<file path="config.mk">
export PLATFORM = sky130hd
export DESIGN_NAME = spi_flash_window
export DESIGN_NICKNAME = d
export VERILOG_FILES = /design/src/rtl/sfw_pkg.sv /design/src/rtl/sfw_cfg_regs.sv /design/src/rtl/sfw_sck_gen.sv /design/src/rtl/sfw_serdes.sv /design/src/rtl/spi_flash_window.sv
export SDC_FILE = /design/constraint.sdc
export NUM_CORES = 1
export LEC_CHECK = 0
export ABC_AREA = 0
export CAP_MARGIN = 20
export CORE_ASPECT_RATIO = 1.25
export CORE_MARGIN = 8
export CORE_UTILIZATION = 51
export CTS_CLUSTER_DIAMETER = 150
export DETAILED_ROUTE_END_ITERATION = 10
export PLACE_DENSITY = 0.76
export SYNTH_ARGS = -nofsm -noshare
export SYNTH_HDL_FRONTEND = slang
export SYNTH_SLANG_ARGS = --single-unit
</file>
<file path="constraint.sdc">
create_clock -name clk_i -period 2.4 [get_ports clk_i]
set_input_delay 0.36 -clock clk_i [delete_from_list [all_inputs] [get_ports clk_i]]
set_output_delay 0.36 -clock clk_i [all_outputs]
set_load 0.05 [all_outputs]
</file>
<file path="src/rtl/sfw_pkg.sv">
package sfw_pkg;
  localparam logic [7:0] READ_CMD  = 8'h03;
  localparam int         REMAP_BIT = 8;

  typedef enum logic [1:0] {
    ST_IDLE,
    ST_XFER,
    ST_DONE
  } sfw_state_e;
endpackage

</file>
<file path="src/rtl/sfw_cfg_regs.sv">
module sfw_cfg_regs #(
  parameter int DIV_W   = 6,
  parameter int DIV_RST = 1
) (
  input  logic             clk_i,
  input  logic             rst_ni,
  input  logic             we_i,
  input  logic             sel_i,
  input  logic [31:0]      wdata_i,
  output logic             map_en_o,
  output logic             remap_dis_o,
  output logic [DIV_W-1:0] div_o
);
  import sfw_pkg::*;

  always_ff @(posedge clk_i or negedge rst_ni) begin
    if (!rst_ni) begin
      map_en_o    <= 1'b1;
      remap_dis_o <= 1'b0;
      div_o       <= DIV_W'(DIV_RST);
    end else if (we_i) begin
      if (!sel_i) begin
        map_en_o <= wdata_i[0];
      end else begin
        remap_dis_o <= wdata_i[REMAP_BIT];
        div_o       <= wdata_i[DIV_W-1:0];
      end
    end
  end
endmodule

</file>
<file path="src/rtl/sfw_sck_gen.sv">
module sfw_sck_gen #(
  parameter int DIV_W = 6
) (
  input  logic             clk_i,
  input  logic             rst_ni,
  input  logic             run_i,
  input  logic [DIV_W-1:0] div_i,
  output logic             tick_o
);
  logic [DIV_W-1:0] cnt_q;

  assign tick_o = run_i && (cnt_q == div_i);

  always_ff @(posedge clk_i or negedge rst_ni) begin
    if (!rst_ni)      cnt_q <= '0;
    else if (!run_i)  cnt_q <= '0;
    else if (tick_o)  cnt_q <= '0;
    else              cnt_q <= cnt_q + 1'b1;
  end
endmodule

</file>
<file path="src/rtl/sfw_serdes.sv">
module sfw_serdes #(
  parameter int WORD_W = 32
) (
  input  logic              clk_i,
  input  logic              rst_ni,
  input  logic              load_i,
  input  logic [WORD_W-1:0] frame_i,
  input  logic              active_i,
  input  logic              tick_i,
  input  logic              miso_i,
  output logic              sck_o,
  output logic              mosi_o,
  output logic              last_o,
  output logic [WORD_W-1:0] rx_o
);
  localparam int TOTAL = 2 * WORD_W;
  localparam int CNT_W = $clog2(TOTAL);

  logic [WORD_W-1:0] tx_q;
  logic [CNT_W-1:0]  cnt_q;

  // last rising edge of the frame
  assign last_o = active_i && tick_i && !sck_o && (cnt_q == CNT_W'(TOTAL - 1));

  always_ff @(posedge clk_i or negedge rst_ni) begin
    if (!rst_ni) begin
      tx_q   <= '0;
      cnt_q  <= '0;
      sck_o  <= 1'b1;
      mosi_o <= 1'b0;
      rx_o   <= '0;
    end else if (load_i) begin
      tx_q  <= frame_i;
      cnt_q <= '0;
      sck_o <= 1'b1;
    end else if (active_i && tick_i) begin
      if (sck_o) begin
        sck_o  <= 1'b0;
        mosi_o <= tx_q[WORD_W-1];
        tx_q   <= {tx_q[WORD_W-2:0], 1'b0};
      end else begin
        sck_o <= 1'b1;
        if (cnt_q >= CNT_W'(WORD_W)) rx_o <= {rx_o[WORD_W-2:0], miso_i};
        cnt_q <= cnt_q + 1'b1;
      end
    end
  end
endmodule

</file>
<file path="src/rtl/spi_flash_window.sv">
module spi_flash_window
  import sfw_pkg::*;
#(
  parameter int DIV_W   = 6,
  parameter int DIV_RST = 1,
  parameter int ADDR_W  = 24,
  parameter int BOOT_W  = 22
) (
  input  logic              clk_i,
  input  logic              rst_ni,
  input  logic              bus_req_i,
  input  logic              bus_we_i,
  input  logic [ADDR_W-1:0] bus_addr_i,
  output logic              bus_ready_o,
  output logic [31:0]       bus_rdata_o,
  input  logic              cfg_we_i,
  input  logic              cfg_sel_i,
  input  logic [31:0]       cfg_wdata_i,
  input  logic [2:0]        bb_cs_n_i,
  input  logic              bb_sck_i,
  input  logic              bb_mosi_i,
  output logic [2:0]        spi_cs_n_o,
  output logic              spi_sck_o,
  output logic              spi_mosi_o,
  input  logic              spi_miso_i
);
  localparam int WORD_W  = 32;
  localparam int FRAME_W = 8 + ADDR_W;

  sfw_state_e        state_q;
  logic              map_en, remap_dis, tick, busy, load, frame_end;
  logic [DIV_W-1:0]  div;
  logic [ADDR_W-1:0] boot_addr, flash_addr;
  logic              cs_q, ready_q, sck, mosi;
  logic [31:0]       rdata_q;
  logic [WORD_W-1:0] rx;

  sfw_cfg_regs #(.DIV_W(DIV_W), .DIV_RST(DIV_RST)) u_regs (
    .clk_i, .rst_ni,
    .we_i       (cfg_we_i),
    .sel_i      (cfg_sel_i),
    .wdata_i    (cfg_wdata_i),
    .map_en_o   (map_en),
    .remap_dis_o(remap_dis),
    .div_o      (div)
  );

  generate
    if (BOOT_W < ADDR_W) begin : g_mirror
      assign boot_addr = {{(ADDR_W-BOOT_W){1'b0}}, bus_addr_i[BOOT_W-1:0]};
    end else begin : g_flat
      assign boot_addr = bus_addr_i;
    end
  endgenerate

  assign flash_addr = remap_dis ? bus_addr_i : boot_addr;
  assign busy       = (state_q != ST_IDLE);
  assign load       = !busy && bus_req_i && !bus_we_i && map_en;

  sfw_sck_gen #(.DIV_W(DIV_W)) u_sck (
    .clk_i, .rst_ni,
    .run_i (busy),
    .div_i (div),
    .tick_o(tick)
  );

  sfw_serdes #(.WORD_W(WORD_W)) u_serdes (
    .clk_i, .rst_ni,
    .load_i  (load),
    .frame_i (FRAME_W'({READ_CMD, flash_addr})),
    .active_i(state_q == ST_XFER),
    .tick_i  (tick),
    .miso_i  (spi_miso_i),
    .sck_o   (sck),
    .mosi_o  (mosi),
    .last_o  (frame_end),
    .rx_o    (rx)
  );

  always_ff @(posedge clk_i or negedge rst_ni) begin
    if (!rst_ni) begin
      state_q <= ST_IDLE;
      cs_q    <= 1'b1;
      ready_q <= 1'b0;
      rdata_q <= '0;
    end else begin
      ready_q <= 1'b0;
      unique case (state_q)
        ST_IDLE: if (bus_req_i) begin
          if (bus_we_i) begin
            ready_q <= 1'b1;
          end else if (!map_en) begin
            ready_q <= 1'b1;
            rdata_q <= '0;
          end else begin
            cs_q    <= 1'b0;
            state_q <= ST_XFER;
          end
        end
        ST_XFER: if (frame_end) state_q <= ST_DONE;
        ST_DONE: if (tick) begin
          cs_q    <= 1'b1;
          ready_q <= 1'b1;
          rdata_q <= rx;
          state_q <= ST_IDLE;
        end
        default: state_q <= ST_IDLE;
      endcase
    end
  end

  assign bus_ready_o = ready_q;
  assign bus_rdata_o = rdata_q;
  assign spi_cs_n_o  = map_en ? {2'b11, cs_q} : bb_cs_n_i;
  assign spi_sck_o   = map_en ? sck  : bb_sck_i;
  assign spi_mosi_o  = map_en ? mosi : bb_mosi_i;
endmodule

</file>
# Word-level counts from Yosys, hierarchy flattened

Index checks and enable logic that the tools add are counted.

Input bits: 68
Output and inout bits: 38
Logic and storage cells: 90
Flip-flop bits (word level): 122

$add $sub $neg: 2
Reductions and logical operators: 24
Bitwise logic cells: 3
Magnitude comparators: 1
Multiplexer cells: 36
Equal/unequal tests: 11

Operator list:

| cell                                                     | count |
|---|---|
| 2-to-1 mux 32 bit                                        | 7 |
| one-hot mux 32 bit (2 select lines)                      | 1 |
| 2-to-1 mux 6 bit                                         | 5 |
| 2-to-1 mux 24 bit                                        | 1 |
| AND reduction 5 bit                                      | 3 |
| 2-to-1 mux 1 bit                                         | 13 |
| adder 6 x 1 -> 6 bit, second input constant              | 2 |
| 2-to-1 mux 2 bit                                         | 5 |
| != test 2 bit, second input constant                     | 5 |
| AND reduction 2 bit                                      | 4 |
| nonzero test 2 bit                                       | 4 |
| logical AND 1 bit                                        | 7 |
| equality test 6 bit                                      | 1 |
| equality test 6 bit, second input constant               | 1 |
| greater-or-equal comparator 6 bit, second input constant | 1 |
| one-hot mux 2 bit (3 select lines)                       | 1 |
| != test 2 x 1 -> 1 bit, second input constant            | 2 |
| one-hot mux 1 bit (2 select lines)                       | 2 |
| AND reduction 4 bit                                      | 1 |
| zero test 1 bit                                          | 3 |
| 2-to-1 mux 3 bit                                         | 1 |
| NOT 1 bit                                                | 3 |
| AND reduction 3 bit                                      | 1 |
| equality test 2 x 1 -> 1 bit, second input constant      | 1 |
| 2 further kinds                                          | 2 |

# Longest topological paths before layout

Depth after elaboration: 7
Gate-level depth with buffers: 8
Gate-level depth less buffers: 5

# Cells and area by module

From an unflattened synthesis, not the netlist that was laid out.

Cells, all modules: 403
Area, all modules: 5228.8 um^2

Modules (own cells, without submodules):

| module           | area each (um^2) | cells each | times used | seq. area each (um^2) |
|---|---|---|---|---|
| sfw_serdes       | 3079.2           | 246        | 1          | 1803.0 |
| spi_flash_window | 1477.7           | 103        | 1          | 902.1 |
| sfw_sck_gen      | 366.6            | 36         | 1          | 150.1 |
| sfw_cfg_regs     | 305.3            | 18         | 1          | 202.7 |

# Worst setup path before layout

Ideal clock, no wire load.

Path kind: register to register
Start point: reg u_sck.cnt_q[4]
End point: reg rdata_q[15], in the netlist bus_rdata_o[15]
Slack: 303 ps
Path buffers: 2
Data required time: 2335 ps
Cell stages (with the launch flop): 8
Library setup time: 65 ps
Arrival time: 2032 ps
Period minus slack after synthesis: 2097 ps
Path through: dfrtp_1 -> xor2_1 -> or4_1 -> buf_2 -> or3_4 -> nor2_8 -> buf_8 -> a22o_2

Longest elaborated chain between the ends: 4

RTL lines:

| what                                    | RTL line                | source |
|---|---|---|
| start: declaration                      | sfw_sck_gen.sv:10       | `logic [DIV_W-1:0] cnt_q;` |
| start signal: assignment                | sfw_sck_gen.sv:18       | `else cnt_q <= cnt_q + 1'b1;` |
| equality test 6 bit                     | sfw_sck_gen.sv:12       | `assign tick_o = run_i && (cnt_q == div_i);` |
| logical AND 1 bit                       | sfw_sck_gen.sv:12       |  |
| != test 2 x 1 -> 1 bit (no source line) | --                      |  |
| AND reduction 5 bit (no source line)    | --                      |  |
| end signal: assignment                  | spi_flash_window.sv:104 | `rdata_q <= rx;` |
| end: declaration                        | spi_flash_window.sv:35  | `logic [31:0] rdata_q;` |

No other way between the ends.
A chain may end at the register's enable or synchronous reset.

# Final worst setup path

Start point: reg u_sck.cnt_q[4]
End point: reg rdata_q[10], in the netlist bus_rdata_o[10]

The elaborated chain is that of the path after synthesis.

==> impl_metrics.csv <==
group,metric,value,unit
floorplan,ioPinCount,106,
sta,final.period_utilization,93.3,%
cells_and_area,post_layout_nonfiller_instances,641,
floorplan,floorplan.die.height,127,um
status,status,"finished, final reports clean",
worst_setup_path,register_to_register_setup_slack,160,ps
detailed_routing,post_drt_wl_per_cell,16.4,um
flow_run,cap_viol_max_count,0,
detailed_routing,route.detailed.vias_per_inst,5.44,
global_route,first_pass_grt_wire_length,18.2,mm
pwr,cellPowerDensity,966,nW/um2
placement,hpwl,7.10,mm
synth,synth_nets,480,
pwr,p_leak,3.12,nW
sta,clock.fmax,447,MHz
global_route,number_of_antenna_violations_at_the_first_check_in_global_routing,0,
detailed_routing,remaining_number_of_nets_flagged_by_the_antenna_check_after_routing,0,
detailed_routing,finalWirelength,10.5,mm
global_route,first_global_vias,3781,
sta,worst_slew_slack_as_a_fraction_of_its_limit,60.6,%
synth,synth_top_family_by_area,"compound AO/OA/AOI/OAI gates",
clock_tree,cts_tree,"done",
placement,gp_congestion,0.758,
floorplan,initial_utilization,52.4,%
synth,yosys.area_share.xor_xnor,2.26,%
clock_tree,clkTransAtPathRegs,50,ps
clock_tree,h_tree_levels,4,
clock_tree,cts.sink_count,122,
floorplan,dieWidth,105,um
detailed_routing,route.vias.total,3485,
sta,finalClockSkew,10.9,ps
cells_and_area,stdcell_area,6650,um2
synth,complex_gate_fraction_of_the_synthesized_area,12.4,%
cells_and_area,areaGrowthSynthToFinish,32.1,%
placement,placement.cell_area,6020,um2
detailed_routing,post-route-drc-count,0,
worst_setup_path,critical_path.max_stage_delay,530,ps
worst_setup_path,path_cells,"xor2_1 -> or4_1 -> buf_4 -> nor3_1 -> o21bai_2 -> buf_12 -> a22o_2",
synth,synth_simple_gate_area_share,9.95,%
pwr,power.ir.vdd_worst,0.598,mV
synth,synth.lib_cells_used.distinct,43,
sta,worst-slew-pin-transition,586,ps
cells_and_area,drive_gt1_share,25.8,%
sta,summed_negative_setup_slack_over_all_endpoints,0,ps
clock_tree,clkLatencyLatePin,410,ps
synth,postSynthCellCount,410,
synth,yosys.area_share.adder,0.497,%
synth,yosys_warnings,0,
pwr,post_route_total_power,0.00642,W
worst_setup_path,cp.required,2690,ps
worst_setup_path,critical_path.reg2reg.startpoint,"u_sck.cnt_q[4]",
detailed_routing,firstDrtPassIters,4,
floorplan,die_area,13300,um2
cells_and_area,final_common_cell,"dfrtp_1",
placement,numPortBuffers,80,
sta,final.min_clock_period,2240,ps
synth,synth.ff_latch_count,122,
hold_path,min-delay-path-class,"in2async",
worst_setup_path,crit_slowest_cell,"or4_1",
clock_tree,ctsLongestPathBuffers,2,
worst_setup_path,critical_path.endpoint_type,"flip-flop",
cells_and_area,layout.nets,572,
placement,dpl.cell_count,608,
cells_and_area,insertedDiodeCount,0,
worst_setup_path,path_class,"reg2reg",
global_route,grt.overflow.total,0,
floorplan,num_rows,40,
detailed_routing,drt-initial-drc-count,129,
clock_tree,post-cts-setup-buffer-count,0,
synth,synthesis.area_per_instance,12.3,um2
sta,worst_hold_slack,425,ps
synth,synth.cell_area,5030,um2
clock_tree,numCtsBuffers,17,
worst_setup_path,critical_path.startpoint_type,"flip-flop",
synth,synth_sequential_area_ratio,60.8,%
worst_setup_path,worst_ep_arrival_time,2530,ps
worst_setup_path,timing.critical_path.from,"u_sck.cnt_q[4]",
sta,maxSlewViolCount,0,
sta,final_hold_viol_count,0,
global_route,maximum_number_of_pins_on_one_net_before_global_route_repair,48,
sta,rsz0062_at_grt,"no",
floorplan,design.core.area,9610,um2
worst_setup_path,critical_path_peak_fanout,32,
sta,final-setup-viol-count,0,
clock_tree,clk_root_buffer_cell,"clkbuf_16",
synth,post_synth_mux_area_share,10.2,%
global_route,grt_util_all_layers,16.8,%
cells_and_area,mostFrequentLayoutCells,"dfrtp_1, clkdlybuf4s50_1, mux2_2",
-- cells in the mapped netlist (all sizes together) --
| library cell | count | share of area [%] |
|---|---|---|
| a21oi | 10 | 0.99 |
| nor3b | 1 | 0.15 |
| and4 | 1 | 0.17 |
| and2b | 1 | 0.17 |
| nand2 | 39 | 2.9 |
| or2 | 2 | 0.25 |
| o21ai | 16 | 1.6 |
| clkbuf | 13 | 0.99 |
| mux2 | 43 | 9.6 |
| mux2i | 3 | 0.60 |
| buf | 10 | 1.5 |
| o22ai | 6 | 0.75 |
| inv | 18 | 1.3 |
| or2b | 1 | 0.17 |
| o2bb2ai | 1 | 0.17 |
| a22oi | 11 | 1.6 |
| xor2 | 6 | 1.0 |
| a22o | 32 | 6.3 |
| a31oi | 4 | 0.50 |
| or3 | 2 | 0.35 |
| o21bai | 1 | 0.15 |
| nor4 | 2 | 0.25 |
| o21a | 1 | 0.15 |
| dfrtp | 118 | 59 |
| xnor2 | 7 | 1.2 |
| dfstp | 4 | 2.1 |
| nor3 | 7 | 0.70 |
| a221o | 1 | 0.20 |
| or4 | 1 | 0.15 |
| nor2b | 2 | 0.25 |
| nand2b | 4 | 0.50 |
| nor2 | 21 | 1.9 |
| nand4 | 2 | 0.25 |
| ha | 2 | 0.50 |
| and3 | 4 | 0.50 |
| nand3 | 13 | 1.3 |
-- layer usage --
| metal | vias to the layer above | wire length [um] | GRT usage [%] |
|---|---|---|---|
| met1 | 1750 | 4410 | 18.7 |
| met2 | 88 | 5370 | 28.5 |
| met5 | - | 0 | 0 |
| li1 | 1629 | - | - |
| met3 | 18 | 528 | 5.68 |
| met4 | 0 | 190 | 8.00 |
-- power by group --
| group | switching, W | leakage [nW] | internal (W) | total [W] |
|---|---|---|---|---|
| clock network | 0.000881 | 0.293 | 0.00172 | 0.00260 |
| logic | 0.000575 | 1.23 | 0.000476 | 0.00105 |
| registers | 0.000300 | 1.60 | 0.00248 | 0.00278 |
-- final timing paths --
kind / endpoint / cells past startpoint
setup reg to reg: bus_rdata_o[10] / 7
max in group asynchronous: bus_rdata_o[3] / 3
hold / removal: u_serdes.cnt_q[5] / 2
hold reg to reg: u_serdes.mosi_o / 2
min in group clk_i: u_serdes.mosi_o / 2
setup / recovery: bus_rdata_o[10] / 7
-- final cells by class --
cell class / count / area [um2]
Clock buffer: 22 / 474
Sequential cell: 122 / 3060
Multi-Input combinational cell: 247 / 1790
Fill cell: 701 / 2960
Tap cell: 126 / 158
Timing Repair Buffer: 96 / 961
Clock inverter: 10 / 140
Inverter: 18 / 67.6
-- what timing repair did --
item	in CTS	in global routing
hold endpoints to repair	24	0
gates resized for setup	2	0
hold buffers	1	0
endpoints found under the setup margin	2	0
-- stage by stage --
stage / setup slack, ps / util (%)
after CTS: 162 / 69.2
after global routing: 41.4 / 69.2
after global placement: 216 / 62.7
after floorplan: 303 / -
final: 160 / 69.2
after detailed placement: 181 / 62.7
-- critical path, delay by kind of cell (launching register included) --
family                 cells  cell delay, ps
AND/OR/NAND/NOR            2             760
XOR/XNOR                   1             190
flip-flops                 1             410
buffers and inverters      2             360
AO/OA/AOI/OAI              2             400
-- logic make-up after synthesis --
logic type / after synthesis
mux: 46
buf+inv: 41
flops: 122
compound gates: 83
xor+xnor: 13
fa+ha+maj: 2
simple gates: 103
-- sequential cells by signal, summed over array words and instances, names as in the netlist, 2 cells and up --
name	count
bus_rdata_o	32
u_serdes.rx_o	32
u_sck.cnt_q	6
u_serdes.cnt_q	6
u_regs.div_o	6
u_serdes.tx_q	32
state_q	2
Note: power is estimated with default switching activity, not from simulation.
